$ cat config.mk
export PLATFORM = sky130hd
export DESIGN_NAME = ptp_time_core
export DESIGN_NICKNAME = d
export VERILOG_FILES = /design/src/rtl/ptp_tc_pkg.sv /design/src/rtl/ptp_tc_regs.sv /design/src/rtl/ptp_tc_drift.sv /design/src/rtl/ptp_tc_clock.sv /design/src/rtl/ptp_time_core.sv
export SDC_FILE = /design/constraint.sdc
export NUM_CORES = 1
export LEC_CHECK = 0
export BUFFER_PORTS_ARGS = -buffer_cell sky130_fd_sc_hd__clkbuf_2
export CAP_MARGIN = 15
export CELL_PAD_IN_SITES_DETAIL_PLACEMENT = 2
export CELL_PAD_IN_SITES_GLOBAL_PLACEMENT = 2
export CORE_MARGIN = 2
export CORE_UTILIZATION = 34
export DETAILED_ROUTE_END_ITERATION = 8
export PLACE_DENSITY = 0.75
export SLEW_MARGIN = 40
export SYNTH_ARGS = -nofsm -noshare
export SYNTH_HDL_FRONTEND = slang
export SYNTH_SLANG_ARGS = --single-unit
export TNS_END_PERCENT = 10
$ cat constraint.sdc
create_clock -name clk -period 4.8 [get_ports clk]
set_input_delay 1.2 -clock clk [delete_from_list [all_inputs] [get_ports clk]]
set_output_delay 1.2 -clock clk [all_outputs]
set_load 0.03 [all_outputs]
$ cat src/rtl/ptp_tc_pkg.sv
package ptp_tc_pkg;

    localparam int unsigned PERIOD_W = 28;
    localparam int unsigned STEP_W   = 3;

    typedef enum logic [2:0] {
        RA_CTRL    = 3'd0,
        RA_LOAD_LO = 3'd1,
        RA_LOAD_HI = 3'd2,
        RA_HOLD    = 3'd3,
        RA_TRIM    = 3'd4,
        RA_TIME_LO = 3'd5,
        RA_TIME_HI = 3'd6,
        RA_STATUS  = 3'd7
    } reg_addr_e;

    localparam logic [31:0] CMD_PAUSE  = 32'd2;
    localparam logic [31:0] CMD_RESUME = 32'd4;

    typedef struct packed {
        logic                neg;
        logic [STEP_W-1:0]   step;
        logic [PERIOD_W-1:0] period;
    } trim_word_t;

endpackage

$ cat src/rtl/ptp_tc_regs.sv
module ptp_tc_regs
    import ptp_tc_pkg::*;
#(
    parameter int unsigned DATA_W = 32,
    parameter int unsigned TIME_W = 64
) (
    input  logic              clk,
    input  logic              rst_n,
    input  logic              wr_en,
    input  logic              rd_en,
    input  logic [2:0]        addr,
    input  logic [DATA_W-1:0] wdata,
    input  logic [TIME_W-1:0] time_i,
    input  logic              trim_active_i,
    output logic              paused_o,
    output logic              hold_o,
    output trim_word_t        trim_o,
    output logic [1:0]        load_en_o,
    output logic [DATA_W-1:0] rdata_o
);

    typedef struct packed {
        logic              paused;
        logic              hold;
        trim_word_t        trim;
        logic [DATA_W-1:0] snap_hi;
        logic [DATA_W-1:0] rdata;
    } regs_st_t;

    regs_st_t st_d, st_q;
    logic [DATA_W-1:0] rd_mux;

    always_comb begin
        rd_mux = '0;
        unique case (reg_addr_e'(addr))
            RA_CTRL:    rd_mux = DATA_W'(st_q.paused);
            RA_HOLD:    rd_mux = DATA_W'(st_q.hold);
            RA_TRIM:    rd_mux = DATA_W'(st_q.trim);
            RA_TIME_LO: rd_mux = time_i[DATA_W-1:0];
            RA_TIME_HI: rd_mux = st_q.snap_hi;
            RA_STATUS:  rd_mux = DATA_W'({trim_active_i, st_q.hold, st_q.paused});
            default:    rd_mux = '0;
        endcase
    end

    always_comb begin
        st_d = st_q;
        if (wr_en) begin
            unique case (reg_addr_e'(addr))
                RA_CTRL: begin
                    if (wdata == DATA_W'(CMD_PAUSE))  st_d.paused = 1'b1;
                    if (wdata == DATA_W'(CMD_RESUME)) st_d.paused = 1'b0;
                end
                RA_HOLD: st_d.hold = wdata[0];
                RA_TRIM: if (st_q.hold) st_d.trim = trim_word_t'(wdata[31:0]);
                default: ;
            endcase
        end
        if (rd_en) begin
            st_d.rdata = rd_mux;
            if (reg_addr_e'(addr) == RA_TIME_LO) st_d.snap_hi = time_i[TIME_W-1:DATA_W];
        end
    end

    always_ff @(posedge clk or negedge rst_n) begin
        if (!rst_n) st_q <= '0;
        else        st_q <= st_d;
    end

    assign paused_o     = st_q.paused;
    assign hold_o       = st_q.hold;
    assign trim_o       = st_q.trim;
    assign load_en_o[0] = wr_en && st_q.paused && (reg_addr_e'(addr) == RA_LOAD_LO);
    assign load_en_o[1] = wr_en && st_q.paused && (reg_addr_e'(addr) == RA_LOAD_HI);
    assign rdata_o      = st_q.rdata;

endmodule

$ cat src/rtl/ptp_tc_drift.sv
module ptp_tc_drift
    import ptp_tc_pkg::*;
(
    input  logic              clk,
    input  logic              rst_n,
    input  logic              hold_i,
    input  logic              advance_i,
    input  trim_word_t        trim_i,
    output logic              active_o,
    output logic              corr_en_o,
    output logic              corr_neg_o,
    output logic [STEP_W-1:0] corr_step_o
);

    typedef struct packed {
        logic [PERIOD_W-1:0] cnt;
    } drift_st_t;

    drift_st_t st_d, st_q;
    logic      at_period;

    assign at_period = (st_q.cnt == trim_i.period);

    always_comb begin
        st_d = st_q;
        if (hold_i) begin
            st_d.cnt = '0;
        end else if (advance_i) begin
            st_d.cnt = at_period ? '0 : st_q.cnt + PERIOD_W'(1);
        end
    end

    always_ff @(posedge clk or negedge rst_n) begin
        if (!rst_n) st_q <= '0;
        else        st_q <= st_d;
    end

    assign active_o    = !hold_i && (trim_i.step != '0);
    assign corr_en_o   = active_o && advance_i && at_period;
    assign corr_neg_o  = trim_i.neg;
    assign corr_step_o = trim_i.step;

endmodule

$ cat src/rtl/ptp_tc_clock.sv
module ptp_tc_clock #(
    parameter int unsigned DATA_W  = 32,
    parameter int unsigned TIME_W  = 64,
    parameter int unsigned TICK_NS = 16,
    parameter int unsigned STEP_W  = 3
) (
    input  logic              clk,
    input  logic              rst_n,
    input  logic              advance_i,
    input  logic              corr_en_i,
    input  logic              corr_neg_i,
    input  logic [STEP_W-1:0] corr_step_i,
    input  logic [1:0]        load_en_i,
    input  logic [DATA_W-1:0] load_data_i,
    output logic [TIME_W-1:0] time_o
);

    localparam int unsigned NSEG = TIME_W / DATA_W;

    typedef struct packed {
        logic [TIME_W-1:0] t;
    } clk_st_t;

    clk_st_t st_d, st_q;
    logic [TIME_W-1:0]                stepped;
    logic [NSEG-1:0][DATA_W-1:0]      seg_next;

    always_comb begin
        stepped = st_q.t + TIME_W'(TICK_NS);
        if (corr_en_i) begin
            if (corr_neg_i) stepped = stepped - TIME_W'(corr_step_i);
            else            stepped = stepped + TIME_W'(corr_step_i);
        end
    end

    for (genvar g = 0; g < NSEG; g++) begin : g_seg
        assign seg_next[g] = load_en_i[g] ? load_data_i :
                             advance_i    ? stepped[g*DATA_W +: DATA_W] :
                                            st_q.t[g*DATA_W +: DATA_W];
    end

    always_comb begin
        st_d   = st_q;
        st_d.t = seg_next;
    end

    always_ff @(posedge clk or negedge rst_n) begin
        if (!rst_n) st_q <= '0;
        else        st_q <= st_d;
    end

    assign time_o = st_q.t;

endmodule

$ cat src/rtl/ptp_time_core.sv
module ptp_time_core
    import ptp_tc_pkg::*;
#(
    parameter int unsigned DATA_W  = 32,
    parameter int unsigned TIME_W  = 64,
    parameter int unsigned TICK_NS = 16
) (
    input  logic              clk,
    input  logic              rst_n,
    input  logic              wr_en,
    input  logic              rd_en,
    input  logic [2:0]        addr,
    input  logic [DATA_W-1:0] wdata,
    output logic [DATA_W-1:0] rdata,
    output logic [TIME_W-1:0] time_ns,
    output logic [2:0]        status
);

    logic              paused_w;
    logic              hold_w;
    trim_word_t        trim_w;
    logic [1:0]        load_en_w;
    logic              active_w;
    logic              corr_en_w;
    logic              corr_neg_w;
    logic [STEP_W-1:0] corr_step_w;

    ptp_tc_regs #(.DATA_W(DATA_W), .TIME_W(TIME_W)) u_regs (
        .clk           (clk),
        .rst_n         (rst_n),
        .wr_en         (wr_en),
        .rd_en         (rd_en),
        .addr          (addr),
        .wdata         (wdata),
        .time_i        (time_ns),
        .trim_active_i (active_w),
        .paused_o      (paused_w),
        .hold_o        (hold_w),
        .trim_o        (trim_w),
        .load_en_o     (load_en_w),
        .rdata_o       (rdata)
    );

    ptp_tc_drift u_drift (
        .clk         (clk),
        .rst_n       (rst_n),
        .hold_i      (hold_w),
        .advance_i   (!paused_w),
        .trim_i      (trim_w),
        .active_o    (active_w),
        .corr_en_o   (corr_en_w),
        .corr_neg_o  (corr_neg_w),
        .corr_step_o (corr_step_w)
    );

    ptp_tc_clock #(.DATA_W(DATA_W), .TIME_W(TIME_W), .TICK_NS(TICK_NS), .STEP_W(STEP_W)) u_clock (
        .clk         (clk),
        .rst_n       (rst_n),
        .advance_i   (!paused_w),
        .corr_en_i   (corr_en_w),
        .corr_neg_i  (corr_neg_w),
        .corr_step_i (corr_step_w),
        .load_en_i   (load_en_w),
        .load_data_i (wdata),
        .time_o      (time_ns)
    );

    assign status = {active_w, hold_w, paused_w};

endmodule

Word level (Yosys, flattened, before mapping) --
Cells that the tools add are included.
Word-level totals: bits in registers 190, output and inout port bits 99, logic and storage cells 54
Cells by class: add/sub/neg operators 4, equal/unequal tests 13, muxes and demuxes 12, reductions and logical operators 15
Operator list (count):
- $pmux W32 S6 | 1
- $mux W32 | 4
- $mux W64 | 2
- $mux W28 | 3
- $add A64 B3 Y64 | 1
- $add A64 B5 Y64 const B | 1
- $sub A64 B3 Y64 | 1
- $eq A32 B2 Y1 const B | 1
- $eq A32 B3 Y1 const B | 1
- $add A28 B1 Y28 const B | 1
- $eq A28 B28 Y1 | 1
- $eq A3 B3 Y1 const B | 4
- $eq A3 B2 Y1 const B | 2
- $logic_and A1 B1 Y1 | 6
- $reduce_and A3 Y1 | 2
- $ne A2 B1 Y1 const B | 2
- $reduce_and A2 Y1 | 2
- $eq A3 B1 Y1 const B | 1
- $logic_not A3 Y1 | 1
- $reduce_bool A3 Y1 | 1
- $logic_not A1 Y1 | 2
- $mux W1 | 2
- $ne A2 B2 Y1 const B | 1
- $reduce_bool A2 Y1 | 1

Depth between registers and ports, before layout --
depth after elaboration 7, gate-level depth with buffers 22, gate-level depth less buffers 20

Cells and area by module --
From an unflattened synthesis, not the netlist that was laid out.
Unflattened totals: cells, all modules 1798, area total of the unflattened synthesis 15308.4 µm²
Modules (own cells, without submodules):
- ptp_tc_clock | times used 1, cells an instance 1169, area an instance 8521.9 µm²
- ptp_tc_regs | times used 1, cells an instance 436, area an instance 4964.8 µm²
- ptp_tc_drift | times used 1, cells an instance 189, area an instance 1795.5 µm²
- ptp_time_core | times used 1, cells an instance 4, area an instance 26.3 µm²

Worst setup path before layout --
No wires, ideal clock.
path kind reg2reg, start point register u_clock.st_q (netlist bit u_clock.time_o[14]), end point register u_clock.st_q (netlist bit u_clock.time_o[63]), library setup time 136 ps, arrival 4603 ps, required time 4664 ps, slack 62 ps, stages on the path, launching flop included 22, period minus slack after synthesis 4738 ps, path through dfrtp_1 buf_2 nand4_2 or2_1 buf_6 nor4_4 nand2_1 nor2_1 xor2_1 ha_1 clkbuf_1 and3_1 and2_1 a221o_1 a221o_1 a21oi_1 or2_2 a21oi_1 o21ai_0 a21oi_1 a2111oi_0 nand2_1
On the way: longest elaborated chain between the ends 6, elaborated cells between the ends (all ways) 7, classes of those cells add/sub (3); mux (4)
Ends and longest elaborated chain:
- start: declaration | line ptp_tc_clock.sv:24 | clk_st_t st_d, st_q;
- start signal: assignment | line ptp_tc_clock.sv:49 | else st_q <= st_d;
- $add A64 B5 Y64 (*) | line ptp_tc_clock.sv:29 | stepped = st_q.t + TIME_W'(TICK_NS);
- $add A64 B3 Y64 / $sub A64 B3 Y64 (equally long branches) | line ptp_tc_clock.sv:32, ptp_tc_clock.sv:31
- $mux W64 | line ptp_tc_clock.sv:31 | if (corr_neg_i) stepped = stepped - TIME_W'(corr_step_i);
- $mux W64 (*) | line ptp_tc_clock.sv:30 | if (corr_en_i) begin
- $mux W32 (*) | line ptp_tc_clock.sv:38 | advance_i ? stepped[g*DATA_W +: DATA_W] :
- $mux W32 (*) | line ptp_tc_clock.sv:37 | assign seg_next[g] = load_en_i[g] ? load_data_i :
Every way passes the cells marked *; elsewhere a longest branch is shown, timed or not. The select of a mux whose other input is x is not followed. A chain may end at the register's enable or synchronous reset.

Worst setup path in the final report --
start point register u_clock.st_q (netlist bit u_clock.time_o[4]), end point register u_clock.st_q (netlist bit u_clock.time_o[48])
Same word-level chain as after synthesis.

==> flow_metrics.env <==
export IMPL_status="finished, final reports clean"
export IMPL_place_area_um2=15900
export IMPL_ant_nets=0
export IMPL_path_class="flip-flop to flip-flop"
export IMPL_min_path_type="flip-flop to flip-flop"
export IMPL_post_route_period_util_pct=97.4
export IMPL_critPathCaptureType="flip-flop"
export IMPL_ys_seq_area_share_pct=33.5
export IMPL_clock_fmax_mhz=214
export IMPL_p_leak_nw=7.76
export IMPL_hold_viol_final=0
export IMPL_dr_pass1_iters=5
export IMPL_ys_types=72
export IMPL_grt_pass1_wl_um=95500
export IMPL_final_area_um2=16800
export IMPL_final_layout_size_suffix_gt1_share_pct=23.5
export IMPL_synth_adder_area_share_pct=6.06
export IMPL_dieArea_um2=43300
export IMPL_crit_path_max_incr_delay_ns=0.42
export IMPL_fin_skew_ns=0.0165
export IMPL_synth_edf_count=0
export IMPL_worstPathRequired_ns=5.12
export IMPL_clk_path_buf_depth=2
export IMPL_synthCells=1621
export IMPL_start_util_pct=34.6
export IMPL_clock_latency_ns=0.45
export IMPL_path_max_fanout=8
export IMPL_globalRoute_totalOverflow=0
export IMPL_grt_max_degree=98
export IMPL_postSynth_asyncResetShare_pct=100
export IMPL_worstPathArrival_ns=4.99
export IMPL_p_int_w=0.00532
export IMPL_core_rowCount=74
export IMPL_wirelength_um=63700
export IMPL_dp_cells=2293
export IMPL_antenna_found_initial=0
export IMPL_power_frac_comb_pct=62.9
export IMPL_clk_pin_slew_ns=0.09
export IMPL_layout_setup_ws_ns=0.125
export IMPL_post_dp_hpwl_um=48800
export IMPL_fin_util_pct=40.9
export IMPL_p_sw_w=0.00532
export IMPL_syn_avg_cell_area_um2=8.74
export IMPL_power_density_nw_per_um2=634
export IMPL_ys_warn_count=0
export IMPL_avgViaCountPerCell=6.02
export IMPL_detail_route_iter0_violations=1006
export IMPL_post_drt_wl_per_cell_um=27.3
export IMPL_synth_compound_area_share_pct=20.5
export IMPL_dieHeight_um=208
export IMPL_startpoint_type="flip-flop"
export IMPL_seqCellArea_um2=4750
export IMPL_die_x_um=208
export IMPL_max_cap_violations=0
export IMPL_period_minus_slack_ns=4.67
export IMPL_area_growth_syn_to_layout_pct=18.4
export IMPL_clkPwrFrac_pct=13.7
export IMPL_nNetsFinal=1893
export IMPL_cts_inserted_buffers=17
export IMPL_cp_cell_sequence="nand3_2 > nor2_4 > nand4_1 > buf_4 > or3_4 > buf_4 > xnor2_1 > ha_2 > a21o_1 > a211o_1 > or2_1 > o211ai_1 > o211ai_1 > o31ai_1 > xor2_1 > o21ai_1"
export IMPL_dr_total_vias=14000
export IMPL_synth_top_family_by_area="compound AO/OA/AOI/OAI gates"
export IMPL_post_place_ws_ns=-0.0949
export IMPL_grt_setup_unrepaired="yes"
export IMPL_cpMaxStageDelayCell="dfrtp_1"
export IMPL_ys_seq_elements=190
export IMPL_port_buffer_count=137
export IMPL_ios=138
export IMPL_cts_root_buf="clkbuf_16"
export IMPL_hold_buffers=0
export IMPL_p_total_w=0.0106
export IMPL_cts_htree_levels=4
export IMPL_drc=0
export IMPL_synth_xor_area_share_pct=9.62
export IMPL_cts_tree="built"
export IMPL_synthesis_nets=1728
export IMPL_swShare_pct=50.0
export IMPL_antenna_cells=0
export IMPL_slew_headroom_pct=41.5
export IMPL_syn_cell_area_um2=14200
export IMPL_peakVddDrop_v=0.000248
export IMPL_clock_sinks=190
export IMPL_gp_congestion=0.911
export IMPL_pwr_share_seq_pct=23.4
export IMPL_synth_mux_area_fraction_pct=8.60
export IMPL_slew_viol_final=0
export IMPL_worst_pin_slew_ns=0.870
export IMPL_multi_input_comb_area_um2=8820
export IMPL_yosys_area_share_simple_pct=15.6
export IMPL_grt_usage_pct=28.9
export IMPL_stdcell_count=2331
export IMPL_setup_violations=0
export IMPL_synth_top_flop_cell="dfrtp_1"
export IMPL_num_fill_cells=4554
export IMPL_grt_pass1_vias=15000
export IMPL_coreArea_um2=41000
## metrics by stage
stage | TNS, ns | hold slack, ns
final | 0 | 0.516
after global routing | -0.552 | 0.532
after CTS | 0 | 0.518
after detailed placement | -0.206 | 0.497
after global placement | 0 | 0.482
after floorplan | 0 | 0.450
## flip-flops by register name, indices dropped and copies added, names as in the netlist
name and count:
u_regs.rdata_o 32, u_regs.paused_o 1, u_clock.time_o 64, u_regs.st_q 32, u_drift.st_q 28, u_regs.hold_o 1, u_regs.trim_o 32
## path summary, 6_finish.rpt
| path | start | depth (start not counted) | endpoint | slack, ns |
|---|---|---|---|---|
| max in group asynchronous | rst_n | 3 | u_clock.time_o[52] | 3.02 |
| min | u_regs.st_q[54] | 1 | u_regs.st_q[54] | 0.52 |
| max reg2reg | u_clock.time_o[4] | 16 | u_clock.time_o[48] | 0.13 |
| min reg2reg | u_regs.st_q[54] | 1 | u_regs.st_q[54] | 0.52 |
| min in group asynchronous | rst_n | 1 | u_regs.rdata_o[5] | 0.63 |
| max | u_clock.time_o[4] | 16 | u_clock.time_o[48] | 0.13 |
## synth_stat cells (8+ instances only)
library cell,n,share of area [%]
a21o_1,39,2.1
o21ai_1,44,1.6
nand3_1,56,2.0
buf_1,8,0.21
o21bai_1,17,0.90
a31oi_1,12,0.53
a22oi_1,33,1.7
inv_1,68,1.8
xnor2_1,98,6.1
nor4_1,17,0.75
ha_1,67,5.9
o21ai_0,65,2.3
dfrtp_1,190,34
nor2_1,138,3.7
nor2b_1,11,0.49
mux2_2,66,5.2
clkbuf_1,75,2.0
a222oi_1,25,1.8
and2_1,9,0.40
nand2_1,99,2.6
o22ai_1,32,1.4
and3_1,23,1.0
xor2_1,55,3.4
nor3_1,18,0.64
nand2b_1,16,0.71
mux2i_1,43,3.0
nand4_1,36,1.6
a21oi_1,126,4.4
o31ai_1,9,0.48
buf_4,35,1.9
## repair_timing
| action | in CTS | in global routing |
|---|---|---|
| endpoints found under the setup margin | 4 | 18 |
| pin swaps | 3 | 19 |
| gates cloned | 0 | 0 |
| gates resized for setup | 9 | 46 |
| setup buffers | 1 | 4 |
## routing by layer
layer | global-route usage [%] | wire [um] | up-vias | share of wire, %
met3 | 3.73 | 3170 | 124 | 5.0
met5 | 0 | 0 | - | 0
met2 | 49.0 | 30400 | 492 | 48
met1 | 38.1 | 27700 | 7222 | 43
li1 | - | - | 6192 | -
met4 | 9.25 | 2430 | 0 | 3.8
## logic make-up (layout without fill, tap and decap cells)
group / Yosys count / after routing
adders and majority gates: 68 / 68
and+or+nand+nor: 454 / 454
DFF: 190 / 190
xor gates and xnor gates: 154 / 154
buffers and inverters: 190 / 368
muxes: 111 / 111
AOI/OAI and AO/OA: 454 / 454
## critical path: cells and delay by family (launching register included)
family / cells / cell delay [ns]
xor gates and xnor gates: 2 / 0.57
buffers and inverters: 2 / 0.41
AOI/OAI and AO/OA: 6 / 1.51
and+or+nand+nor: 5 / 1.24
DFF: 1 / 0.42
adders and majority gates: 1 / 0.39
## cells in the final DEF (no fill, tap or decap), types with 52 or more instances in the layout
cell / netlist / routed
nand2_1: 99 / 97
ha_1: 67 / 63
a21oi_1: 126 / 118
inv_1: 68 / 68
xor2_1: 55 / 52
dfrtp_1: 190 / 190
xnor2_1: 98 / 96
buf_4: 35 / 128
clkbuf_2: 0 / 136
nand3_1: 56 / 55
o21ai_0: 65 / 61
nor2_1: 138 / 126
mux2_2: 66 / 66
## area by class of cell
| cell class | count | share of cell area [%] |
|---|---|---|
| sequential | 190 | 28.3 |
| multi-input combinational | 1241 | 52.6 |
| inverter | 69 | 1.54 |
| tap | 532 | 3.97 |
| timing repair buffer | 267 | 10.2 |
| clock inverter | 14 | 0.872 |
| clock buffer | 18 | 2.56 |
## power groups by stage
stage / registers (W) / logic (W) / clock network (W)
2_1_floorplan: 0.00265 / 0.00387 / 0
3_3_place_gp: 0.00244 / 0.00618 / 0
3_5_place_dp: 0.00248 / 0.00642 / 0
4_1_cts: 0.00246 / 0.00649 / 0.00147
5_1_grt: 0.00252 / 0.00724 / 0.00153
6_report: 0.00249 / 0.00669 / 0.00146
Note: power is estimated with default switching activity, not from simulation.
